**config.mk**
```make
export PLATFORM = sky130hd
export DESIGN_NAME = bus_err_status
export DESIGN_NICKNAME = d
export VERILOG_FILES = /design/src/rtl/esr_pkg.sv /design/src/rtl/esr_set_decode.sv /design/src/rtl/esr_flag_cell.sv /design/src/rtl/esr_const_field.sv /design/src/rtl/bus_err_status.sv
export SDC_FILE = /design/constraint.sdc
export NUM_CORES = 1
export LEC_CHECK = 0
export BUFFER_PORTS_ARGS = -buffer_cell sky130_fd_sc_hd__buf_4
export CAP_MARGIN = 25
export CORE_AREA = 5 5 42 44
export CTS_BUF_LIST = sky130_fd_sc_hd__clkbuf_4
export DETAILED_ROUTE_END_ITERATION = 16
export DIE_AREA = 0 0 47 49
export PLACE_DENSITY_LB_ADDON = 0.05
export SLEW_MARGIN = 20
export SYNTH_ARGS = -nofsm -noshare
export SYNTH_HDL_FRONTEND = slang
export SYNTH_SLANG_ARGS = --single-unit
```
**constraint.sdc**
```tcl
create_clock -name clk -period 0.8 [get_ports clk]
set_input_delay 0.16 -clock clk [delete_from_list [all_inputs] [get_ports clk]]
set_output_delay 0.16 -clock clk [all_outputs]
set_load 0.03 [all_outputs]
```
**src/rtl/esr_pkg.sv**
```systemverilog
// Package: shared widths, bit positions and read-only values for the
// bus error status register. Assumes a 16-bit register with byte lanes.
package esr_pkg;
    localparam int REG_W   = 16;
    localparam int BE_W    = REG_W / 8;

    localparam int B_PAR_DET  = 15;
    localparam int B_SERR     = 14;
    localparam int B_MABORT   = 13;
    localparam int B_TAB_RCV  = 12;
    localparam int B_TAB_SIG  = 11;
    localparam int B_TIM_HI   = 10;
    localparam int B_TIM_LO   = 9;
    localparam int B_MPAR     = 8;
    localparam int B_FBB      = 7;
    localparam int B_UDF      = 6;
    localparam int B_66M      = 5;
    localparam int B_CAPL     = 4;

    localparam logic [REG_W-1:0] STICKY_MASK =
        (REG_W'(1) << B_PAR_DET) | (REG_W'(1) << B_SERR) |
        (REG_W'(1) << B_MABORT)  | (REG_W'(1) << B_TAB_RCV) |
        (REG_W'(1) << B_TAB_SIG) | (REG_W'(1) << B_MPAR);

    typedef enum logic [1:0] {
        TIM_FAST = 2'b00,
        TIM_MED  = 2'b01,
        TIM_SLOW = 2'b10,
        TIM_RSVD = 2'b11
    } dev_timing_e;
endpackage

```
**src/rtl/esr_set_decode.sv**
```systemverilog
// Module: maps the per-cycle event pulses to a per-bit set vector.
// Assumes events are single-cycle qualified pulses from the bus logic;
// message events only count in extended mode, master parity needs the
// response enable.
module esr_set_decode
    import esr_pkg::*;
(
    input  logic             ext_mode,
    input  logic             perr_resp_en,
    input  logic             ev_wdata_err_tgt,
    input  logic             ev_rdata_err_req,
    input  logic             ev_addr_err,
    input  logic             ev_serr_drv,
    input  logic             ev_mabort,
    input  logic             ev_msg_mabort,
    input  logic             ev_tabort_rcv,
    input  logic             ev_msg_tabort,
    input  logic             ev_tabort_sig,
    input  logic             ev_perr_req,
    input  logic             ev_msg_wdata_err,
    output logic [REG_W-1:0] set_vec
);
    // Combine sources for each sticky flag.
    always_comb begin
        set_vec            = '0;
        set_vec[B_PAR_DET] = ev_wdata_err_tgt | ev_rdata_err_req | ev_addr_err;
        set_vec[B_SERR]    = ev_serr_drv;
        set_vec[B_MABORT]  = ev_mabort | (ext_mode & ev_msg_mabort);
        set_vec[B_TAB_RCV] = ev_tabort_rcv | (ext_mode & ev_msg_tabort);
        set_vec[B_TAB_SIG] = ev_tabort_sig;
        set_vec[B_MPAR]    = perr_resp_en &
                             (ev_perr_req | (ext_mode & ev_msg_wdata_err));
    end
endmodule

```
**src/rtl/esr_flag_cell.sv**
```systemverilog
// Module: one sticky status bit. Set by hardware, cleared by a write of 1
// or by reset. A set in the same cycle as a clear wins.
module esr_flag_cell (
    input  logic clk,
    input  logic rst_n,
    input  logic set_i,
    input  logic clr_i,
    output logic q
);
    // Sticky update with set priority over clear.
    always_ff @(posedge clk) begin
        if (!rst_n) q <= 1'b0;
        else        q <= set_i | (q & ~clr_i);
    end

    p_set_wins_r8: assert property (@(posedge clk) disable iff (!rst_n)
        set_i |=> q);
    p_hold_r10: assert property (@(posedge clk) disable iff (!rst_n)
        (q && !clr_i) |=> q);
    p_w1c_r7: assert property (@(posedge clk) disable iff (!rst_n)
        (clr_i && !set_i) |=> !q);
    p_rise_cause_r2: assert property (@(posedge clk) disable iff (!rst_n)
        $rose(q) |-> $past(set_i));
endmodule

```
**src/rtl/esr_const_field.sv**
```systemverilog
// Module: builds the read-only part of the register. The fast
// back-to-back bit follows the bus mode; all others are fixed by parameters.
module esr_const_field
    import esr_pkg::*;
#(
    parameter dev_timing_e TIMING  = TIM_MED,
    parameter bit          FBB_CAP = 1'b1,
    parameter bit          UDF_CAP = 1'b0,
    parameter bit          M66_CAP = 1'b1,
    parameter bit          CAPLIST = 1'b1
) (
    input  logic             ext_mode,
    output logic [REG_W-1:0] ro_val
);
    // Assemble fixed fields; fast back-to-back is absent in extended mode.
    always_comb begin
        ro_val                    = '0;
        ro_val[B_TIM_HI:B_TIM_LO] = TIMING;
        ro_val[B_FBB]             = FBB_CAP & ~ext_mode;
        ro_val[B_UDF]             = UDF_CAP;
        ro_val[B_66M]             = M66_CAP;
        ro_val[B_CAPL]            = CAPLIST;
    end
endmodule

```
**src/rtl/bus_err_status.sv**
```systemverilog
// Module: top of the bus interface error status register. Instantiates
// the set decoder, one sticky cell per flag bit and the read-only field.
// Assumes the caller qualifies wr_en with a register-select decode.
module bus_err_status
    import esr_pkg::*;
(
    input  logic             clk,
    input  logic             rst_n,
    input  logic             ext_mode,
    input  logic             perr_resp_en,
    input  logic             ev_wdata_err_tgt,
    input  logic             ev_rdata_err_req,
    input  logic             ev_addr_err,
    input  logic             ev_serr_drv,
    input  logic             ev_mabort,
    input  logic             ev_msg_mabort,
    input  logic             ev_tabort_rcv,
    input  logic             ev_msg_tabort,
    input  logic             ev_tabort_sig,
    input  logic             ev_perr_req,
    input  logic             ev_msg_wdata_err,
    input  logic             wr_en,
    input  logic [REG_W-1:0] wr_data,
    input  logic [BE_W-1:0]  wr_be,
    output logic [REG_W-1:0] rd_data
);
    logic [REG_W-1:0] set_vec;
    logic [REG_W-1:0] clr_vec;
    logic [REG_W-1:0] flag_q;
    logic [REG_W-1:0] ro_val;
    logic             unused_bits;

    esr_set_decode u_dec (
        .ext_mode         (ext_mode),
        .perr_resp_en     (perr_resp_en),
        .ev_wdata_err_tgt (ev_wdata_err_tgt),
        .ev_rdata_err_req (ev_rdata_err_req),
        .ev_addr_err      (ev_addr_err),
        .ev_serr_drv      (ev_serr_drv),
        .ev_mabort        (ev_mabort),
        .ev_msg_mabort    (ev_msg_mabort),
        .ev_tabort_rcv    (ev_tabort_rcv),
        .ev_msg_tabort    (ev_msg_tabort),
        .ev_tabort_sig    (ev_tabort_sig),
        .ev_perr_req      (ev_perr_req),
        .ev_msg_wdata_err (ev_msg_wdata_err),
        .set_vec          (set_vec)
    );

    // One sticky cell per flag position; other positions read 0 here.
    for (genvar i = 0; i < REG_W; i++) begin : g_bit
        assign clr_vec[i] = wr_en & wr_data[i] & wr_be[i/8];
        if (STICKY_MASK[i]) begin : g_sticky
            esr_flag_cell u_cell (
                .clk   (clk),
                .rst_n (rst_n),
                .set_i (set_vec[i]),
                .clr_i (clr_vec[i]),
                .q     (flag_q[i])
            );
        end else begin : g_fixed
            assign flag_q[i] = 1'b0;
        end
    end

    esr_const_field u_ro (
        .ext_mode (ext_mode),
        .ro_val   (ro_val)
    );

    // Merge sticky flags with the read-only fields.
    assign rd_data     = flag_q | ro_val;
    assign unused_bits = ^((set_vec | clr_vec) & ~STICKY_MASK);

    p_mpar_gated_r6: assert property (@(posedge clk) disable iff (!rst_n)
        $rose(rd_data[B_MPAR]) |-> $past(perr_resp_en));
    p_mabort_src_r4: assert property (@(posedge clk) disable iff (!rst_n)
        $rose(rd_data[B_MABORT]) |->
            ($past(ev_mabort) || $past(ext_mode && ev_msg_mabort)));
    p_serr_src_r3: assert property (@(posedge clk) disable iff (!rst_n)
        $rose(rd_data[B_SERR]) |-> $past(ev_serr_drv));
    p_ro_stable_r9: assert property (@(posedge clk) disable iff (!rst_n)
        $stable(ext_mode) |-> $stable(rd_data[B_FBB:0]));
endmodule

```
==> flow_metrics.tcl, run 1 <==
set metrics [dict create \
    hold_depth 2 \
    max_stage_delay_ps 330 \
    rr_startpoint "g_bit[15].g_sticky.u_cell.q$_SDFF_PN0_" \
    synth_cells 48 \
    min_path_type "primary input to flip-flop" \
    die_y_um 49 \
    hold_path_end "g_bit[14].g_sticky.u_cell.q$_SDFF_PN0_" \
    cts_buffers 3 \
    place_congestion 0.583 \
    post-route-util 0.421 \
    io_pins 50 \
    power.leakage_uw 0.000321 \
    clk_pin_slew_ps 40 \
    portBuffers 29 \
    drive_gt1_frac 0.541 \
    crit_path_max_fanout 2 \
    clock_sinks 6 \
    wl_um 981 \
    first_pass_iters 1 \
    crit_cells 1 \
    n_antenna_cell 0 \
    drtIter0Drc 0 \
    avgRoutedWirePerCell_um 10.9 \
    setup_violations 6 \
    max_freq_mhz 1170 \
    crit_path_cell_trace "buf_6" \
    critPathBufInv 1 \
    register_area_sq_um 128 \
    area_delta_synth_final_pct 58.9 \
    initial_core_util 0.265 \
    crit_required_ps 640 \
    htree_levels 1 \
    period_minus_slack_ps 858 \
    avgSynthCellArea_sq_um 7.74 \
    slew_viol_final 0 \
    critPathCaptureType "output port" \
    yosysWarnings 0 \
    dieWidth_um 47 \
    via_per_inst 4.10 \
    power.density_nw_per_um2 1620 \
    finClkSkew_ps 0 \
    core.rowCount 14 \
    route.vias.total 369 \
    status "complete, but fails checks" \
    min_period_over_period 1.07 \
    nets 110 \
    r2r_end "g_bit[15].g_sticky.u_cell.q$_SDFF_PN0_" \
    grt_pass1_wl_um 1390 \
    die_area_sq_um 2300 \
    setup_ws_ps -58.3 \
    cts_tree "yes" \
    grt_start_max_net_pins 9 \
    syn-cell-area_sq_um 372 \
    largestRegisters "g_bit.g_sticky.u_cell.q (6)" \
    fillers 155 \
    postRouteAntennaNets 0 \
    overflow 0 \
    startpoint_type "flip-flop" \
    ys_ff_latch 6 \
    min-delay-start "wr_data[14]" \
    critical_path_class "flip-flop to output port" \
    reg2regPathDepth 3 \
    grt_antenna_before_repair 0 \
    largest_reg_flops 6 \
    track_usage 0.0882 \
    violations "negative setup slack" \
    hold_viol 0 \
    worstPathArrival_ps 700 \
    drc_errors 0 \
    multi_input_area_sq_um 150 \
    seq_area_frac_synth 0.323 \
    largest_register "g_bit.g_sticky.u_cell.q" \
    slowest_stage "dfxtp_2" \
    cts-root-buf "clkbuf_4" \
    irDropWorstVdd_uv 899 \
    cts_buffer_depth 2 \
    cts_hold_buf 0 \
    yosysUniqueCellTypes 11 \
    drv_cap 0 \
    timing.hold.ws_ps 140 \
    core_sq_um 1400 \
    grt_setup_unrepaired "true" \
    reg2reg_slack_ps 140 \
    grt_pass1_vias 351 \
    clk-insertion-delay-late_ps 240 \
    critical_path.top_delay_family "flip-flops" \
]
[power breakdown]
group          total (uW)  switching, uW  internal, uW  leakage [uW]
Clock                 271            102           169     0.0000138
Combinational         334            177           157      0.000256
Sequential            352           17.7           334     0.0000511
Total                 957            297           661      0.000321
[per-layer routing]
layer	track usage	share of wire	up-vias
met1	0.0795	0.35	160
met4	0.0276	0	0
met2	0.143	0.54	19
li1	-	-	190
met3	0.0738	0.11	0
met5	0	0	-
[per-stage QoR]
step	instances	setup slack, ps	area (sq um)	total power, uW	TNS, ps
global placement	85	133	523	650	0
global route	90	-94.7	591	1030	-523
CTS	88	-70.5	576	966	-395
detailed placement	85	96.1	523	653	0
finish	90	-58.3	591	957	-303
floorplan	55	188	398	575	0
[Yosys cell counts]
| cell | instances | area [sq um] |
|---|---|---|
| conb_1 | 2 | 7.51 |
| o22ai_1 | 4 | 25.0 |
| dfxtp_1 | 6 | 120 |
| nor3_1 | 1 | 5.00 |
| nand2_1 | 5 | 18.8 |
| inv_1 | 4 | 15.0 |
| buf_4 | 15 | 113 |
| a21oi_1 | 3 | 15.0 |
| and3_1 | 4 | 25.0 |
| a41oi_1 | 2 | 17.5 |
| o21ai_0 | 2 | 10.0 |
[cell usage in the layout, fill, tap and decap left out]
cell / Yosys / routed
a21oi_1: 3 / 3
a41oi_1: 2 / 2
and3_1: 4 / 4
buf_4: 15 / 25
buf_6: 0 / 6
clkbuf_4: 0 / 3
conb_1: 2 / 9
dfxtp_2: 0 / 6
inv_1: 4 / 4
nand2_1: 5 / 5
nor3_1: 1 / 1
o21ai_0: 2 / 2
o22ai_1: 4 / 4
[worst max path at each step]
stage                                           start                                     end  slack [ps]
6_report       g_bit[11].g_sticky.u_cell.q$_SDFF_PN0_                             rd_data[11]         -60
5_1_grt        g_bit[11].g_sticky.u_cell.q$_SDFF_PN0_                             rd_data[11]         -90
4_1_cts        g_bit[15].g_sticky.u_cell.q$_SDFF_PN0_                             rd_data[15]         -70
3_5_place_dp                         ev_rdata_err_req  g_bit[15].g_sticky.u_cell.q$_SDFF_PN0_         100
3_3_place_gp                         ev_rdata_err_req  g_bit[15].g_sticky.u_cell.q$_SDFF_PN0_         130
2_1_floorplan  g_bit[12].g_sticky.u_cell.q$_SDFF_PN0_                             rd_data[12]         190
[logic make-up after synthesis]
kind of cell           count (synthesis)  synth area share
other                                  2            0.0202
buffers and inverters                 19             0.343
AO/OA/AOI/OAI                         11             0.182
AND/OR/NAND/NOR                       10             0.131
flip-flops                             6             0.323
[layout make-up]
cell class	instances	share of cell area
well taps	16	0.0339
flip-flops and latches	6	0.216
multi-input cells	30	0.254
clock buffers	3	0.0381
inverters	4	0.0254
repair buffers	31	0.432
[repair_timing]
action                     in CTS  in global routing
setup buffers                   0                  2
pin swaps                       0                  0
setup endpoints to repair       6                  6
gates resized for setup        12                  0
Power figures use the tool's default switching activity.
==> run 2: changes to the inputs <==
- HOLD_SLACK_MARGIN: not set -> 0.12
- PLACE_DENSITY: not set -> 0.82
- PLACE_DENSITY_LB_ADDON: 0.05 -> not set
==> run 2 against run 1 <==
The run still ends with negative setup slack left. First-iteration DRC count grew 3. Sequential power is essentially flat. Via count grew 2.4%. Critical endpoint is now rd_data[15].
==> flow_metrics.tcl, run 2 (same netlist as run 1, synthesis figures left out) <==
set metrics [dict create \
    place_congestion 0.651 \
    wl_um 1050 \
    drc_errors 0 \
    overflow 0 \
    final_common_cell "buf_4" \
    track_usage 0.0867 \
    largest_reg_flops 6 \
    status "complete, but fails checks" \
    clockPowerShare 0.289 \
    crit_path_max_fanout 2 \
    p_sw_frac 0.319 \
    period_minus_slack_ps 858 \
    power.density_nw_per_um2 1630 \
    largestRegisters "g_bit.g_sticky.u_cell.q (6)" \
    grt_start_max_net_pins 9 \
    drtIter0Drc 3 \
    timing.hold.ws_ps 134 \
    dieWidth_um 47 \
    drive_gt1_frac 0.553 \
    dp_slack_ps 119 \
    nets 112 \
    setup_ws_ps -58.1 \
    critPathBufInv 1 \
    area_delta_synth_final_pct 63.0 \
    min_period_over_period 1.07 \
    p_int_uw 672 \
    route.vias.total 378 \
    dp_hpwl_um 855 \
    cts_buffer_depth 2 \
    drv_cap 0 \
    worstPathArrival_ps 700 \
    grt_pass1_wl_um 1440 \
    cts_tree "yes" \
    clk_pin_slew_ps 50 \
    p_seq_frac 0.357 \
    cts_buffers 3 \
    mostFrequentLayoutCells "27 x buf_4, 9 x conb_1, 6 x dfxtp_2, 6 x buf_6, 5 x nand2_1" \
    startpoint_type "flip-flop" \
    grt_pass1_vias 386 \
    grt_setup_unrepaired "true" \
    postRouteAntennaNets 0 \
    violations "negative setup slack" \
    core.rowCount 14 \
    hold_viol 0 \
    first_pass_iters 2 \
    largest_register "g_bit.g_sticky.u_cell.q" \
    critPathCaptureType "output port" \
    power.leakage_uw 0.000331 \
    cts-root-buf "clkbuf_4" \
    die_area_sq_um 2300 \
    total_switching_power_uw 315 \
    portBuffers 29 \
    avgRoutedWirePerCell_um 11.4 \
    io_pins 50 \
    core_sq_um 1400 \
    clk-insertion-delay-late_ps 240 \
    max_freq_mhz 1170 \
    n_antenna_cell 0 \
    critical_path_class "flip-flop to output port" \
    cts_hold_buf 0 \
    slowest_stage "dfxtp_2" \
    power_frac_comb 0.354 \
    initial_core_util 0.265 \
    min_path_type "primary input to flip-flop" \
    die_y_um 49 \
    slew_viol_final 0 \
    via_per_inst 4.11 \
    max_stage_delay_ps 330 \
    irDropWorstVdd_uv 692 \
    finClkSkew_ps 0 \
    critical_path.top_delay_family "flip-flops" \
    crit_path_cell_trace "buf_6" \
    grt_antenna_before_repair 0 \
    htree_levels 1 \
    crit_required_ps 640 \
    clock_sinks 6 \
    setup_violations 6 \
]
run 2: cell types whose count changed in the layout (fill, tap and decap cells not counted), sizes merged:
cell and delta:
buf +2
run 2: area by class of cell:
class / count / area, sq um
repair buffers: 33 / 270
flip-flops and latches: 6 / 128
inverters: 4 / 15.0
multi-input cells: 30 / 150
well taps: 16 / 20.0
clock buffers: 3 / 22.5
fillers: 159 / 796
run 2: power groups by stage:
stage          Combinational, uW  Sequential (uW)  Clock [uW]
2_1_floorplan                231              343           0
5_1_grt                      371              355         314
3_3_place_gp                 300              346           0
3_5_place_dp                 307              346           0
6_report                     350              352         285
4_1_cts                      338              350         300
run 2: what timing repair did:
action	4_1_cts	5_1_grt
resized for setup	12	0
setup buffers	2	2
endpoints found under the setup margin	6	6
cloned	0	0
run 2: worst paths after layout:
kind                                          start                                endpoint  slack, ps  cells past startpoint
max          g_bit[15].g_sticky.u_cell.q$_SDFF_PN0_                             rd_data[15]        -60                      1
max reg2reg  g_bit[13].g_sticky.u_cell.q$_SDFF_PN0_  g_bit[13].g_sticky.u_cell.q$_SDFF_PN0_        130                      3
min reg2reg  g_bit[11].g_sticky.u_cell.q$_SDFF_PN0_  g_bit[11].g_sticky.u_cell.q$_SDFF_PN0_        550                      2
min                                     wr_data[14]  g_bit[14].g_sticky.u_cell.q$_SDFF_PN0_        130                      2
run 2: metrics by stage:
stage	setup TNS (ps)	cell area, sq um	utilization	total power, uW	std cells
6_report	-333	606	0.432	987	92
5_1_grt	-483	606	0.432	1040	92
4_1_cts	-378	591	0.421	989	90
3_5_place_dp	0	523	0.373	653	85
3_3_place_gp	0	523	0.373	646	85
2_1_floorplan	0	398	-	575	55
run 2: layer usage:
metal	global-route usage	vias up	share of wire
met5	0	-	0
met4	0.0553	0	0
met3	0.0295	0	0.13
met2	0.147	23	0.52
met1	0.0837	161	0.35
li1	-	194	-
